File: src/rtl/lcdmux_pkg.sv
package lcdmux_pkg;

    localparam int BP_COUNT = 4;
    localparam int LVL_W    = 2;

    typedef enum logic [1:0] {
        LVL_GND  = 2'd0,
        LVL_LOW  = 2'd1,
        LVL_HIGH = 2'd2,
        LVL_TOP  = 2'd3
    } drive_lvl_e;

    typedef struct packed {
        logic [1:0] slot;
        logic       neg;
    } phase_t;

    // Backplane: extreme level when selected, middle level otherwise.
    function automatic drive_lvl_e bp_drive(input logic sel, input logic neg);
        drive_lvl_e r;
        if (neg) r = sel ? LVL_GND : LVL_HIGH;
        else     r = sel ? LVL_TOP : LVL_LOW;
        return r;
    endfunction

    // Frontplane: opposite extreme for a lit segment, far middle for a dark one.
    function automatic drive_lvl_e fp_drive(input logic lit, input logic neg);
        drive_lvl_e r;
        if (neg) r = lit ? LVL_TOP : LVL_LOW;
        else     r = lit ? LVL_GND : LVL_HIGH;
        return r;
    endfunction

endpackage

File: src/rtl/lcdmux_timebase.sv
module lcdmux_timebase
    import lcdmux_pkg::*;
#(
    parameter int SLOT_DIV = 250
) (
    input  logic   clk,
    input  logic   rst,
    output phase_t phase,
    output logic   frame_load
);

    localparam int DIV_W = (SLOT_DIV > 1) ? $clog2(SLOT_DIV) : 1;
    localparam logic [DIV_W-1:0] DIV_LAST = DIV_W'(SLOT_DIV - 1);

    logic [DIV_W-1:0] div_q;
    logic             slot_end;

    assign slot_end   = (div_q == DIV_LAST);
    assign frame_load = slot_end && (phase.slot == 2'(BP_COUNT - 1));

    always_ff @(posedge clk) begin
        if (rst) begin
            div_q <= '0;
            phase <= '0;
        end else begin
            if (slot_end) begin
                div_q      <= '0;
                phase.slot <= phase.slot + 2'd1;
            end else begin
                div_q <= div_q + DIV_W'(1);
            end
            if (frame_load) phase.neg <= ~phase.neg;
        end
    end

endmodule

File: src/rtl/lcdmux_frame_latch.sv
module lcdmux_frame_latch #(
    parameter int WIDTH = 128
) (
    input  logic             clk,
    input  logic             rst,
    input  logic             load,
    input  logic [WIDTH-1:0] d,
    output logic [WIDTH-1:0] q
);

    always_ff @(posedge clk) begin
        if (rst || load) q <= d;
    end

endmodule

File: src/rtl/lcdmux_boost.sv
module lcdmux_boost
    import lcdmux_pkg::*;
#(
    parameter int N         = 4,
    parameter int BOOST_CYC = 4
) (
    input  logic               clk,
    input  logic               rst,
    input  logic [N*LVL_W-1:0] lvl,
    output logic [N-1:0]       boost
);

    localparam int CW = (BOOST_CYC > 2) ? $clog2(BOOST_CYC) : 1;
    localparam logic [CW-1:0] RELOAD = CW'(BOOST_CYC - 1);

    for (genvar i = 0; i < N; i++) begin : g_out
        logic [LVL_W-1:0] prev_q;
        logic [CW-1:0]    rem_q;
        logic             moved;

        assign moved    = (lvl[i*LVL_W +: LVL_W] != prev_q);
        assign boost[i] = moved || (rem_q != '0);

        always_ff @(posedge clk) begin
            prev_q <= lvl[i*LVL_W +: LVL_W];
            if (rst)                rem_q <= '0;
            else if (moved)         rem_q <= RELOAD;
            else if (rem_q != '0)   rem_q <= rem_q - CW'(1);
        end
    end

endmodule

File: src/rtl/lcdmux_drive.sv
module lcdmux_drive
    import lcdmux_pkg::*;
#(
    parameter int NUM_FP    = 32,
    parameter int SLOT_DIV  = 250,
    parameter int BOOST_CYC = 4
) (
    input  logic                     clk,
    input  logic                     rst,
    input  logic [4*NUM_FP-1:0]      seg_image,
    output logic [2*4-1:0]           bp_level,
    output logic [3:0]               bp_boost,
    output logic [2*NUM_FP-1:0]      fp_level,
    output logic [NUM_FP-1:0]        fp_boost
);

    localparam int NUM_SEG = BP_COUNT * NUM_FP;

    phase_t             phase;
    logic               frame_load;
    logic [NUM_SEG-1:0] frame_img;

    lcdmux_timebase #(.SLOT_DIV(SLOT_DIV)) u_tb (
        .clk        (clk),
        .rst        (rst),
        .phase      (phase),
        .frame_load (frame_load)
    );

    lcdmux_frame_latch #(.WIDTH(NUM_SEG)) u_img (
        .clk  (clk),
        .rst  (rst),
        .load (frame_load),
        .d    (seg_image),
        .q    (frame_img)
    );

    for (genvar b = 0; b < BP_COUNT; b++) begin : g_bp
        assign bp_level[b*LVL_W +: LVL_W] = bp_drive(phase.slot == 2'(b), phase.neg);
    end

    for (genvar f = 0; f < NUM_FP; f++) begin : g_fp
        logic [BP_COUNT-1:0] column;
        assign column = frame_img[f*BP_COUNT +: BP_COUNT];
        assign fp_level[f*LVL_W +: LVL_W] = fp_drive(column[phase.slot], phase.neg);
    end

    lcdmux_boost #(.N(BP_COUNT), .BOOST_CYC(BOOST_CYC)) u_bp_boost (
        .clk   (clk),
        .rst   (rst),
        .lvl   (bp_level),
        .boost (bp_boost)
    );

    lcdmux_boost #(.N(NUM_FP), .BOOST_CYC(BOOST_CYC)) u_fp_boost (
        .clk   (clk),
        .rst   (rst),
        .lvl   (fp_level),
        .boost (fp_boost)
    );

endmodule

File: config.mk
export PLATFORM = sky130hd
export DESIGN_NAME = lcdmux_drive
export DESIGN_NICKNAME = d
export VERILOG_FILES = /design/src/rtl/lcdmux_pkg.sv /design/src/rtl/lcdmux_timebase.sv /design/src/rtl/lcdmux_frame_latch.sv /design/src/rtl/lcdmux_boost.sv /design/src/rtl/lcdmux_drive.sv
export SDC_FILE = /design/constraint.sdc
export NUM_CORES = 1
export LEC_CHECK = 0
export ABC_CLOCK_PERIOD_IN_PS = 2900
export BUFFER_PORTS_ARGS = -buffer_cell sky130_fd_sc_hd__buf_2
export CAP_MARGIN = 20
export CORE_ASPECT_RATIO = 1.1
export CORE_MARGIN = 1
export CORE_UTILIZATION = 51
export CTS_BUF_LIST = sky130_fd_sc_hd__clkbuf_8
export CTS_CLUSTER_SIZE = 8
export DETAILED_ROUTE_END_ITERATION = 8
export PLACE_DENSITY = 0.75
export SETUP_SLACK_MARGIN = 0.05
export SYNTH_ARGS = -nofsm -noshare
export SYNTH_HDL_FRONTEND = slang
export SYNTH_SLANG_ARGS = --single-unit
File: constraint.sdc
create_clock -name clk -period 2.9 [get_ports clk]
set_clock_uncertainty 0.15 [all_clocks]
set_input_delay 0.435 -clock clk [delete_from_list [all_inputs] [get_ports clk]]
set_output_delay 0.435 -clock clk [all_outputs]
set_load 0.01 [all_outputs]
==> impl_metrics.csv <==
group,metric,value,unit
clock_network,clock-sinks,249,
finish,areaGrowthSynthToFinish,41.4,%
routing,detailedRoute.firstPassIterationCount,4,
sta,finalWorstSetupSlack,-206,ps
floorplan,die-width,140,um
routing,drt_first_iter_violations,296,
placement,dp.cells,1233,
sta,fmax,322,MHz
global_routing,grt_antenna_before_repair,3,
routing,vias,7441,
critical_path,critPathKind,"flip-flop to output port",
critical_path,worstReg2RegEnd,"u_fp_boost.g_out[6].rem_q[0]$_SDFFE_PP0P_",
sta,report.final.hold_viol_count,0,
finish,postLayoutCellArea,15100,sq um
synthesis,synth_top_area_frac,0.361,
synthesis,synth_area_leader_cell,"sky130_fd_sc_hd__edfxtp_1",
floorplan,ioPinCount,238,
critical_path,critPathCapture,"fp_boost[25]",
global_routing,grt_overflow,0,
clock_network,clockRootBuffer,"sky130_fd_sc_hd__clkbuf_8",
critical_path,timing.critical_path.from_type,"flip-flop",
finish,instances_no_fill,1520,
finish,area_of_the_multi_input_gates,4120,sq um
routing,count_of_unresolved_drc_violations_after_routing,0,
sta,timing.final.max_slew_violations,0,
routing,antenna_left,0,
global_routing,grt_max_degree,69,
global_routing,grt_pass1_wl,38400,um
critical_path,path_buf_inv,2,
clock_network,cts.path.max_buffers,3,
critical_path,crit-reg2reg-launch,"u_tb.phase[1]$_SDFFE_PP0N_",
critical_path,cp_data_arrival_time,2520,ps
synthesis,post_synthesis_net_count,964,
placement,hpwlAfterDp,13400,um
placement,placed_area,11900,sq um
synthesis,synth_enable_flop_cells,128,
status,status,"finished, violations left",
finish,layout.cells.most_common_list,"sky130_fd_sc_hd__buf_2 (234), sky130_fd_sc_hd__dlygate4sd3_1 (128), sky130_fd_sc_hd__edfxtp_1 (128)",
sta,relSlewSlack,0.641,
finish,final-seq-area,6270,sq um
finish,fraction_of_layout_cells_with_a_size_suffix_above_1,0.406,
sta,timing.final.crit_period,3110,ps
critical_path,crit_path_start,"u_tb.phase[1]$_SDFFE_PP0N_",
critical_path,worst_setup_path_end_kind,"output port",
status,violations,"setup timing",
critical_path,worst_r2r_path_depth,12,
placement,dp_slack,322,ps
routing,wire_per_inst,17.1,um
global_routing,number_of_global_route_vias_before_repair,7736,
synthesis,post_synth_instance_area,10700,sq um
floorplan,placementRows,55,
finish,finish.utilization,0.735,
critical_path,crit_family,"multiplexers",
critical_path,cp_data_required_time,2320,ps
critical_path,critical_path_depth,6,
synthesis,synth-async-reset-ratio,0,
clock_network,cts_tree,"yes",
synthesis,synthTopCellsByArea,"sky130_fd_sc_hd__edfxtp_1 (36%), sky130_fd_sc_hd__dfxtp_1 (23%), sky130_fd_sc_hd__mux4_2 (6.1%)",
critical_path,critical_path.cell_chain,"clkbuf_16 > mux4_2 > xor2_1 > mux2i_1 > nand2_1 > buf_2",
synthesis,synthFlopType,"sky130_fd_sc_hd__edfxtp_1",
routing,routed_wirelength,25900,um
power_and_ir_drop,p_per_area,607,nW/um^2
power_and_ir_drop,leakage_dissipation,6.59,nW
clock_network,clock_latency,530,ps
floorplan,initial_utilization,0.520,
critical_path,worst-path-max-fanout,5,
critical_path,largest_stage_delay_worst_path,540,ps
synthesis,syn-instance-count,792,
clock_network,h-tree-depth,2,
global_routing,grt.total_usage,0.229,
synthesis,yosys.cell_types.count,31,
hold_path,min_path_type,"input pin to flip-flop",
power_and_ir_drop,vdd_drop_max,0.386,mV
finish,most_common_library_cell_in_the_layout_ignoring_fill_and_taps,"sky130_fd_sc_hd__buf_2",
critical_path,regToRegSetupSlack,220,ps
floorplan,fp.coreArea,20500,sq um
synthesis,synth_seq_cells,249,
placement,buffer_ports.inserted,237,
job,drv_cap,0,
clock_network,worst_setup_hold_path_clk_slew,60,ps
routing,via_cell_ratio,4.90,
synthesis,yosysWarnings,0,
critical_path,critical_path.slowest_cell,"sky130_fd_sc_hd__mux4_2",
finish,fillers,1285,
clock_network,tritoncts.num_buffers,42,
sta,rsz0062_at_grt,"yes",
finish,fin_nets,1402,
sta,finalSetupViolations,32,
synthesis,avgSynthCellArea,13.5,sq um
synthesis,ys_seq_area_frac,0.588,
floorplan,die_area,21500,sq um
placement,final_gp_congestion,0.710,
sta,period_share,1.07,
sta,worst_pin_slew,539,ps
floorplan,die_h,154,um
## through the flow
| step | hold WS (ps) | total power, mW | TNS (ps) |
|---|---|---|---|
| 3_5_place_dp | 308 | 6.02 | 0 |
| 6_report | 296 | 9.15 | -3470 |
| 5_1_grt | 326 | 9.63 | -6810 |
| 3_3_place_gp | 299 | 5.94 | 0 |
| 2_1_floorplan | 283 | 5.56 | 0 |
| 4_1_cts | 276 | 9.02 | -3210 |
## synthesized netlist by cell type (2+ instances only)
| cell | count |
|---|---|
| sky130_fd_sc_hd__mux2i_1 | 37 |
| sky130_fd_sc_hd__edfxtp_1 | 128 |
| sky130_fd_sc_hd__clkbuf_1 | 16 |
| sky130_fd_sc_hd__buf_1 | 3 |
| sky130_fd_sc_hd__nor2b_1 | 2 |
| sky130_fd_sc_hd__dfxtp_1 | 121 |
| sky130_fd_sc_hd__buf_6 | 3 |
| sky130_fd_sc_hd__or2_2 | 3 |
| sky130_fd_sc_hd__nor2_1 | 10 |
| sky130_fd_sc_hd__xnor2_1 | 41 |
| sky130_fd_sc_hd__buf_2 | 6 |
| sky130_fd_sc_hd__a21oi_1 | 74 |
| sky130_fd_sc_hd__ha_1 | 42 |
| sky130_fd_sc_hd__xor2_1 | 73 |
| sky130_fd_sc_hd__mux2_2 | 36 |
| sky130_fd_sc_hd__inv_1 | 77 |
| sky130_fd_sc_hd__mux4_1 | 3 |
| sky130_fd_sc_hd__nand3_1 | 3 |
| sky130_fd_sc_hd__mux4_2 | 29 |
| sky130_fd_sc_hd__buf_4 | 35 |
| sky130_fd_sc_hd__nand2_1 | 40 |
## final cells by class
| cell class | instances | share of cell area |
|---|---|---|
| sequential | 249 | 0.416 |
| multi-input combinational | 402 | 0.273 |
| timing repair buffer | 458 | 0.222 |
| clock buffer | 43 | 0.0393 |
| tap | 256 | 0.0212 |
| inverter | 77 | 0.0192 |
| clock inverter | 32 | 0.00855 |
| antenna | 3 | 0.000498 |
## power by group
group / switching [mW] / internal (mW) / leakage [nW]
registers: 0.167 / 4.12 / 2.27
logic: 0.951 / 1.18 / 3.87
clock network: 1.36 / 1.37 / 0.450
## worst min-delay path by stage
stage	startpoint	end	slack, ps	cells after the start
2_1_floorplan	u_tb.div_q[0]$_SDFF_PP0_	u_tb.div_q[0]$_SDFF_PP0_	280	1
3_3_place_gp	u_tb.div_q[0]$_SDFF_PP0_	u_tb.div_q[0]$_SDFF_PP0_	300	1
3_5_place_dp	u_tb.div_q[0]$_SDFF_PP0_	u_tb.div_q[0]$_SDFF_PP0_	310	1
4_1_cts	rst	u_tb.phase[0]$_SDFFE_PP0P_	280	3
5_1_grt	rst	u_fp_boost.g_out[23].rem_q[1]$_SDFFE_PP0P_	330	3
6_report	rst	u_tb.phase[0]$_SDFFE_PP0P_	300	3
## registers in the layout, indices dropped and copies added (netlist names)
register / flops
u_bp_boost.g_out.prev_q: 5
u_bp_boost.g_out.rem_q: 8
u_fp_boost.g_out.prev_q: 33
u_fp_boost.g_out.rem_q: 64
u_img.q: 128
u_tb.div_q: 8
u_tb.phase: 3
## layer usage
metal | routed length [um] | vias up | GRT usage
met5 | 0 | - | 0
met4 | 826 | 0 | 0.100
met3 | 1350 | 54 | 0.0489
met2 | 13800 | 243 | 0.413
met1 | 9910 | 3586 | 0.262
li1 | - | 3558 | -
## kinds of logic (layout without fill, tap and decap cells)
logic type / count (synthesis) / count (layout) / synth area share
AO/OA/AOI/OAI: 76 / 76 / 0.0358
XOR/XNOR: 114 / 114 / 0.0937
adder cells (fa/ha/maj): 42 / 42 / 0.0493
buffers and inverters: 141 / 610 / 0.0658
flip-flops: 249 / 249 / 0.588
multiplexers: 105 / 105 / 0.141
other: 0 / 3 / 0
AND/OR/NAND/NOR: 65 / 65 / 0.0263
## worst reg2reg max path, cell delays in order (launching register included)
cell and delay, ps:
sky130_fd_sc_hd__dfxtp_4 460, sky130_fd_sc_hd__buf_16 150, sky130_fd_sc_hd__buf_12 120, sky130_fd_sc_hd__mux4_2 520, sky130_fd_sc_hd__xor2_1 170, sky130_fd_sc_hd__mux2i_1 140, sky130_fd_sc_hd__buf_4 180, sky130_fd_sc_hd__buf_4 120
sky130_fd_sc_hd__buf_4 120, sky130_fd_sc_hd__buf_4 120, sky130_fd_sc_hd__buf_4 120, sky130_fd_sc_hd__buf_4 130, sky130_fd_sc_hd__a21oi_2 110
## timing repair
action	4_1_cts	5_1_grt
setup endpoints to repair	34	41
setup buffers	53	27
resized for setup	30	49
endpoints found under the hold margin	128	0
cloned	1	2
hold buffers	128	0
pin swaps	6	17
Note: power is estimated with default switching activity, not from simulation.
